--- config.mk ---
export PLATFORM = sky130hd
export DESIGN_NAME = keymatrix_scan
export DESIGN_NICKNAME = d
export VERILOG_FILES = /design/src/rtl/km_pkg.sv /design/src/rtl/km_sync.sv /design/src/rtl/km_row_sel.sv /design/src/rtl/km_key_cell.sv /design/src/rtl/keymatrix_scan.sv
export SDC_FILE = /design/constraint.sdc
export NUM_CORES = 1
export LEC_CHECK = 0
export BUFFER_PORTS_ARGS = -buffer_cell sky130_fd_sc_hd__buf_4
export CAP_MARGIN = 10
export CORE_MARGIN = 4
export CORE_UTILIZATION = 40
export CTS_CLUSTER_DIAMETER = 40
export DETAILED_ROUTE_END_ITERATION = 7
export PLACE_DENSITY = 0.68
export RECOVER_POWER = 100
export SLEW_MARGIN = 20
export SYNTH_ARGS = -nofsm -noshare
export SYNTH_HDL_FRONTEND = slang
export SYNTH_SLANG_ARGS = --single-unit
--- constraint.sdc ---
create_clock -name clk_i -period 2.35 [get_ports clk_i]
set_input_delay 0.5875 -clock clk_i [delete_from_list [all_inputs] [get_ports clk_i]]
set_output_delay 0.5875 -clock clk_i [all_outputs]
set_load 0.005 [all_outputs]
--- src/rtl/km_pkg.sv ---
package km_pkg;
  localparam int unsigned KM_ROWS  = 8;
  localparam int unsigned KM_LINES = 4;
endpackage

--- src/rtl/km_sync.sv ---
module km_sync #(
  parameter int unsigned W = 4
) (
  input  logic         clk_i,
  input  logic         rst_ni,
  input  logic [W-1:0] d_i,
  output logic [W-1:0] q_o
);
  logic [W-1:0] s1_q, s2_q;
  // idle level of a pulled-up line is high
  always_ff @(posedge clk_i or negedge rst_ni) begin
    if (!rst_ni) begin
      s1_q <= '1;
      s2_q <= '1;
    end else begin
      s1_q <= d_i;
      s2_q <= s1_q;
    end
  end
  assign q_o = s2_q;
endmodule

--- src/rtl/km_row_sel.sv ---
module km_row_sel #(
  parameter int unsigned ROWS  = 8,
  parameter int unsigned LINES = 4,
  parameter int unsigned ROW_W = $clog2(ROWS),
  localparam int unsigned KEYS = ROWS * LINES
) (
  input  logic             slot_end_i,
  input  logic [ROW_W-1:0] row_i,
  input  logic [ROW_W-1:0] lim_i,
  input  logic [LINES-1:0] en_i,
  output logic [KEYS-1:0]  upd_o
);
  logic row_ok;
  assign row_ok = slot_end_i && (row_i <= lim_i);

  for (genvar r = 0; r < ROWS; r++) begin : g_row
    logic hit;
    assign hit = row_ok && (row_i == ROW_W'(r));
    for (genvar l = 0; l < LINES; l++) begin : g_line
      assign upd_o[r*LINES+l] = hit && en_i[l];
    end
  end
endmodule

--- src/rtl/km_key_cell.sv ---
module km_key_cell (
  input  logic clk_i,
  input  logic rst_ni,
  input  logic upd_i,
  input  logic raw_i,
  output logic state_o,
  output logic chg_o
);
  logic prev_q, state_q;

  // two agreeing samples that differ from the reported value
  assign chg_o = upd_i && (raw_i == prev_q) && (raw_i != state_q);

  always_ff @(posedge clk_i or negedge rst_ni) begin
    if (!rst_ni) begin
      prev_q  <= 1'b0;
      state_q <= 1'b0;
    end else if (upd_i) begin
      prev_q <= raw_i;
      if (chg_o) state_q <= raw_i;
    end
  end
  assign state_o = state_q;
endmodule

--- src/rtl/keymatrix_scan.sv ---
module keymatrix_scan #(
  parameter int unsigned ROWS  = km_pkg::KM_ROWS,
  parameter int unsigned LINES = km_pkg::KM_LINES,
  localparam int unsigned ROW_W = $clog2(ROWS),
  localparam int unsigned KEYS  = ROWS * LINES
) (
  input  logic             clk_i,
  input  logic             rst_ni,
  input  logic [ROW_W-1:0] digit_idx_i,
  input  logic             slot_end_i,
  input  logic [ROW_W-1:0] scan_limit_i,
  input  logic [LINES-1:0] key_en_i,
  input  logic [LINES-1:0] key_n_i,
  input  logic             rd_clr_i,
  output logic [KEYS-1:0]  key_state_o,
  output logic             irq_n_o,
  output logic [LINES:0]   gpio_rel_o
);
  logic [LINES-1:0] lvl_n;
  logic [KEYS-1:0]  upd, chg;
  logic             irq_q;

  km_sync #(.W(LINES)) u_sync (
    .clk_i (clk_i),
    .rst_ni(rst_ni),
    .d_i   (key_n_i),
    .q_o   (lvl_n)
  );

  km_row_sel #(.ROWS(ROWS), .LINES(LINES), .ROW_W(ROW_W)) u_row_sel (
    .slot_end_i(slot_end_i),
    .row_i     (digit_idx_i),
    .lim_i     (scan_limit_i),
    .en_i      (key_en_i),
    .upd_o     (upd)
  );

  for (genvar k = 0; k < KEYS; k++) begin : g_key
    km_key_cell u_cell (
      .clk_i  (clk_i),
      .rst_ni (rst_ni),
      .upd_i  (upd[k]),
      .raw_i  (~lvl_n[k % LINES]),
      .state_o(key_state_o[k]),
      .chg_o  (chg[k])
    );
  end

  // a change wins over a simultaneous clear
  always_ff @(posedge clk_i or negedge rst_ni) begin
    if (!rst_ni)       irq_q <= 1'b0;
    else if (|chg)     irq_q <= 1'b1;
    else if (rd_clr_i) irq_q <= 1'b0;
  end

  assign irq_n_o    = ~irq_q;
  assign gpio_rel_o = {~|key_en_i, ~key_en_i};
endmodule

After elaboration in Yosys (flattened, before gate mapping)
Cells that the tools add are included.

$lt $le $gt $ge: 1. Equal/unequal tests: 71. Muxes and demuxes: 2. Bitwise operators: 6. Reduce and logical (&&, ||, !) cells: 142.

Operators by type and width (count): 1-bit logical AND (105); 2-bit AND reduction (32); 1-bit == test (32); 1-bit inequality test (32); 32-bit OR reduction (1); 3-bit == test (second input constant) (4); 3-bit by 2-bit == test with 1-bit output (second input constant) (2); 1-bit inverter (5); 4-bit inverter (1); 4-bit OR reduction (1); 3-bit by 1-bit == test with 1-bit output (second input constant) (1); 3-bit <= comparator (1); 3-bit zero test (1); 1-bit 2-to-1 mux (2); 2-bit nonzero test (1); 1-bit zero test (1).

Register bits after elaboration: 73. Bits of input ports: 18. Output and inout port bits: 38. Word-level logic and storage cells: 289.

Logic depth before layout (Yosys ltp)
Word-level depth: 8. Depth in mapped cells: 9. Depth with buffers taken out: 8.

Modules after synthesis
From an unflattened synthesis, not the netlist that was laid out.

Cells, all modules: 478. Area, all modules: 4440.5 um^2.

Modules (own cells, without submodules): km_key_cell (instances 32, cells an instance 11, area an instance 106.4 um^2, seq. area each 50.0 um^2); km_row_sel (instances 1, cells an instance 95, area an instance 676.9 um^2, seq. area each 0.0 um^2); km_sync (instances 1, cells an instance 8, area an instance 210.2 um^2, seq. area each 210.2 um^2); keymatrix_scan (instances 1, cells an instance 23, area an instance 150.1 um^2, seq. area each 25.0 um^2).

Worst setup path after synthesis
OpenSTA, ideal clock, no wires.

Path type: in2reg. Start point: input digit_idx_i[0]. End point: register irq_q. Library setup time: 136 ps. Arrival: 2211 ps. Required time: 2214 ps. Path slack: 3 ps. Stages on the path: 8. Path through: clkinv_1 > ha_1 > a31oi_4 > buf_12 > a21oi_1 > a221oi_2 > and4_1 > nand4b_1.

Longest elaborated chain between the ends: 8.

Ends and longest elaborated chain: start: declaration (line keymatrix_scan.sv:9) `input logic [ROW_W-1:0] digit_idx_i,`; 3-bit <= comparator (line km_row_sel.sv:14) `assign row_ok = slot_end_i && (row_i <= lim_i);`; 1-bit logical AND (line km_row_sel.sv:14); 1-bit logical AND (line km_row_sel.sv:18) `assign hit = row_ok && (row_i == ROW_W'(r));`; 1-bit logical AND (line km_row_sel.sv:20) `assign upd_o[r*LINES+l] = hit && en_i[l];`; 1-bit logical AND (2 in a row) (line km_key_cell.sv:12) `assign chg_o = upd_i && (raw_i == prev_q) && (raw_i != state_q);`; 32-bit OR reduction * (line keymatrix_scan.sv:52) `else if (|chg) irq_q <= 1'b1;`; 1-bit 2-to-1 mux or 2-bit nonzero test (tied branches); end signal: assignment (line keymatrix_scan.sv:51) `if (!rst_ni) irq_q <= 1'b0;`; end signal: assignment (line keymatrix_scan.sv:52); end signal: assignment (line keymatrix_scan.sv:53) `else if (rd_clr_i) irq_q <= 1'b0;`; end: declaration (line keymatrix_scan.sv:21) `logic irq_q;`.

Every way passes the cells marked *; elsewhere a longest branch is shown, timed or not. A chain may end at the register's enable or synchronous reset.

Final worst setup path
Start point: input digit_idx_i[1]. End point: register g_key[24].u_cell.state_q.

Longest elaborated chain between the ends: 7.

Ends and longest elaborated chain: 3-bit <= comparator (line km_row_sel.sv:14); 1-bit logical AND (line km_row_sel.sv:14); 1-bit logical AND * (line km_row_sel.sv:18); 1-bit logical AND * (line km_row_sel.sv:20); 1-bit logical AND (2 in a row) (line km_key_cell.sv:12); 2-bit AND reduction (no source line) *; end signal: assignment (line km_key_cell.sv:20) `if (chg_o) state_q <= raw_i;`; end: declaration (line km_key_cell.sv:9) `logic prev_q, state_q;`.

Marks and branches as above.

==> flow_summary.yaml <==
synthesis:
  yosys.area_share.adder_pct: 0.874
  yosysSeqAreaShare_pct: 42.8
  syn_area_um2: 4290
  yosys.area.top_type_share_pct: 37.9
  synth_common_cells: "nand2_1 (84), dfrtp_1 (65), o21ai_0 (53)"
  yosys.area.top_type: "dfrtp_1"
  synth_compound_area_share_pct: 28.6
  synthMuxAreaShare_pct: 0
  synth-edff-count: 0
  yosysMostFrequentCell: "nand2_1"
  synth_flop_cell: "dfrtp_1"
  synth_top_family_by_area: "compound AO/OA/AOI/OAI gates"
  ys_async_sr_fraction_pct: 100
  syn-num-nets: 509
  syn_avg_cell_area_um2: 8.80
  ys_seq_elements: 73
  synth_xor_xnor_area_share_pct: 0
  ys.warnings.count: 0
  synth_cell_types: 53
  synth_simple_gate_area_share_pct: 17.9
  synthCells: 488
  ys_top_cells_by_area: "dfrtp_1 (38%), nand2_1 (7.3%), o21ai_0 (6.2%), o21ai_1 (5.8%), buf_4 (5.6%)"
die:
  ios: 56
  core-area_um2: 10400
  core.rowCount: 37
  start_util_pct: 41.4
  die_h_um: 112
  fp.dieW_um: 112
  dieArea_um2: 12500
global_routing:
  grt_pass1_wl_um: 18200
  busiest_layer: "met2"
  antenna_found_initial: 0
  grt_use_met1_pct: 23.0
  met2_usage_pct: 30.3
  grt_usage_pct: 17.9
  grt_pass1_vias: 3675
  grt_overflow: 0
  grt_max_degree: 54
  met3_usage_pct: 4.35
run:
  drv_cap: 0
sta:
  hold_viol_final: 0
  drv_slew: 0
  max_freq_mhz: 444
  period_needed_ns: 2.25
  clock_skew_ns: 0.00903
  setup_violations: 0
  rsz0062_at_grt: "no"
  max_slew.worst_pin.slew_ns: 1.19
  period_share_pct: 95.8
  relSlewSlack_pct: 20.8
drt:
  antenna_left: 0
  routed_wl_um: 10700
  vias: 3786
  via_per_inst: 5.61
  drc: 0
  first_iter_violations: 233
  dr.pass1.iters: 5
  avgRoutedWirePerCell_um: 15.9
power:
  internal_power_mw: 2.42
  p_per_area_nw_per_um2: 685
  p_sw_share_pct: 28.8
  pwr-share-clk_pct: 35.6
  ir_drop_mv: 0.301
  p_sw_uw: 981
  power.share.sequential_pct: 47.7
  combPwrFrac_pct: 16.6
  leakagePower_nw: 1.97
  total_power_mw: 3.40
hold_path:
  min_path_type: "input pin to flop"
clocking:
  cts_made_buffers: 9
  clk-insertion-delay-late_ns: 0.35
  h-tree-depth: 3
  cts_resized: 0
  cts_root_buffer: "clkbuf_8"
  hold_buffers: 0
  cts_tree: "done"
  cts_buffer_depth: 2
  postCtsSetupBuffers: 0
  clk_pin_slew_worst_paths_ns: 0.08
  clock_sinks: 73
setup_path:
  path_buf_inv: 2
  arrival_ns: 2.49
  crit_path_end_kind: "flop"
  worstPathCellList: "clkbuf_1 -> ha_1 -> a211o_4 -> a211oi_2 -> clkbuf_4 -> nand2_1 -> o21ai_1 -> o21ai_1"
  worst_ep_required_time_ns: 2.59
  slowest_delay_ns: 0.45
  slowest_stage: "a211o_4"
  cp_common_cell: "o21ai_1"
  worst_path_dominant_cell_family: "compound AO/OA/AOI/OAI gates"
  worstSetupPathType: "input pin to flop"
  cp-start-kind: "input pin"
  crit_fanout: 12
place:
  place_area_um2: 4810
  port-buffer-count: 55
  dpl.cell_count: 659
  place.gp.congestion: 0.821
  dp_hpwl_um: 7850
layout:
  final_cell_count_no_fill: 675
  final_area_um2: 4970
  antenna_cells: 0
  layout.nets: 555
  final_core_util_pct: 47.9
  area.growth.synth_to_final_pct: 15.7
  drive_above_1_share_pct: 22.8
run_status:
  outcome: "finished, final reports clean"
[area by class of cell]
| class | instances | area, um2 |
|---|---|---|
| Inverter | 9 | 33.8 |
| Fill cell | 1021 | 5400 |
| Timing Repair Buffer | 91 | 666 |
| Sequential cell | 73 | 1840 |
| Multi-Input combinational cell | 350 | 2020 |
| Tap cell | 136 | 170 |
| Clock buffer | 11 | 141 |
| Clock inverter | 5 | 103 |
[path summary, 6_finish.rpt]
| check | from | endpoint | slack [ns] | cells after the start |
|---|---|---|---|---|
| min in group asynchronous | rst_ni | g_key[10].u_cell.prev_q$_DFFE_PN0P_ | 0.46 | 1 |
| worst min register to register | u_sync.s1_q[2]$_DFF_PN1_ | u_sync.q_o[2]$_DFF_PN1_ | 0.36 | 0 |
| worst max-delay path | digit_idx_i[1] | g_key[24].u_cell.state_o$_DFFE_PN0P_ | 0.1 | 8 |
| worst min-delay path | key_n_i[1] | u_sync.s1_q[1]$_DFF_PN1_ | 0.34 | 1 |
| worst max register to register | u_sync.q_o[0]$_DFF_PN1_ | irq_q$_DFFE_PN0P_ | 0.29 | 6 |
| max in group asynchronous | rst_ni | g_key[28].u_cell.prev_q$_DFFE_PN0P_ | 0.44 | 2 |
[per-layer routing]
metal | part of all wire [%] | routed length, um
met1 | 44 | 4680
met2 | 50 | 5340
met3 | 5.1 | 551
met4 | 1.6 | 174
met5 | 0 | 0
[power by group through the flow]
stage	logic [mW]	registers (mW)	clock network [mW]
6_report	0.566	1.63	1.21
5_1_grt	0.642	1.66	1.28
4_1_cts	0.595	1.62	1.23
3_5_place_dp	0.591	1.65	0
3_3_place_gp	0.573	1.63	0
2_1_floorplan	0.427	1.59	0
[state kept, by name, summed over array words and instances, names as in the netlist]
| signal | count |
|---|---|
| irq_q | 1 |
| u_sync.q_o | 4 |
| g_key.u_cell.prev_q | 32 |
| g_key.u_cell.state_o | 32 |
| u_sync.s1_q | 4 |
[per-stage QoR]
step	hold slack, ns	setup slack, ns	setup TNS, ns
6_report	0.336	0.0998	0
5_1_grt	0.320	0.0340	0
4_1_cts	0.118	0.195	0
3_5_place_dp	0.348	-0.183	-4.94
3_3_place_gp	0.346	-0.124	-2.65
2_1_floorplan	0.292	0.00287	0
[kinds of logic (layout without fill, tap and decap cells)]
group           after synthesis  in the layout
compound gates              192            192
buf+inv                      65            116
simple gates                155            155
fa+ha+maj                     3              3
flops                        73             73
[cells in the final DEF, fill, tap and decap left out, drive strengths merged, types with 2 or more instances in the layout]
master and instances:
buf 37, nand3 3, o21ai 103, clkbuf 65, ha 3, a31oi 32
nand2b 7, nand4b 2, a211o 2, a32oi 2, a21boi 3, a21oi 21
nand3b 7, clkinv 2, and3b 9, dfrtp 65, bufinv 3, dfstp 8
nor2b 3, nor2 21, o211ai 2, nand2 84, o22ai 11, a211oi 8
inv 8, or3b 5, nor3b 8, a22oi 3
No activity file was read; power rests on OpenSTA's default activity.
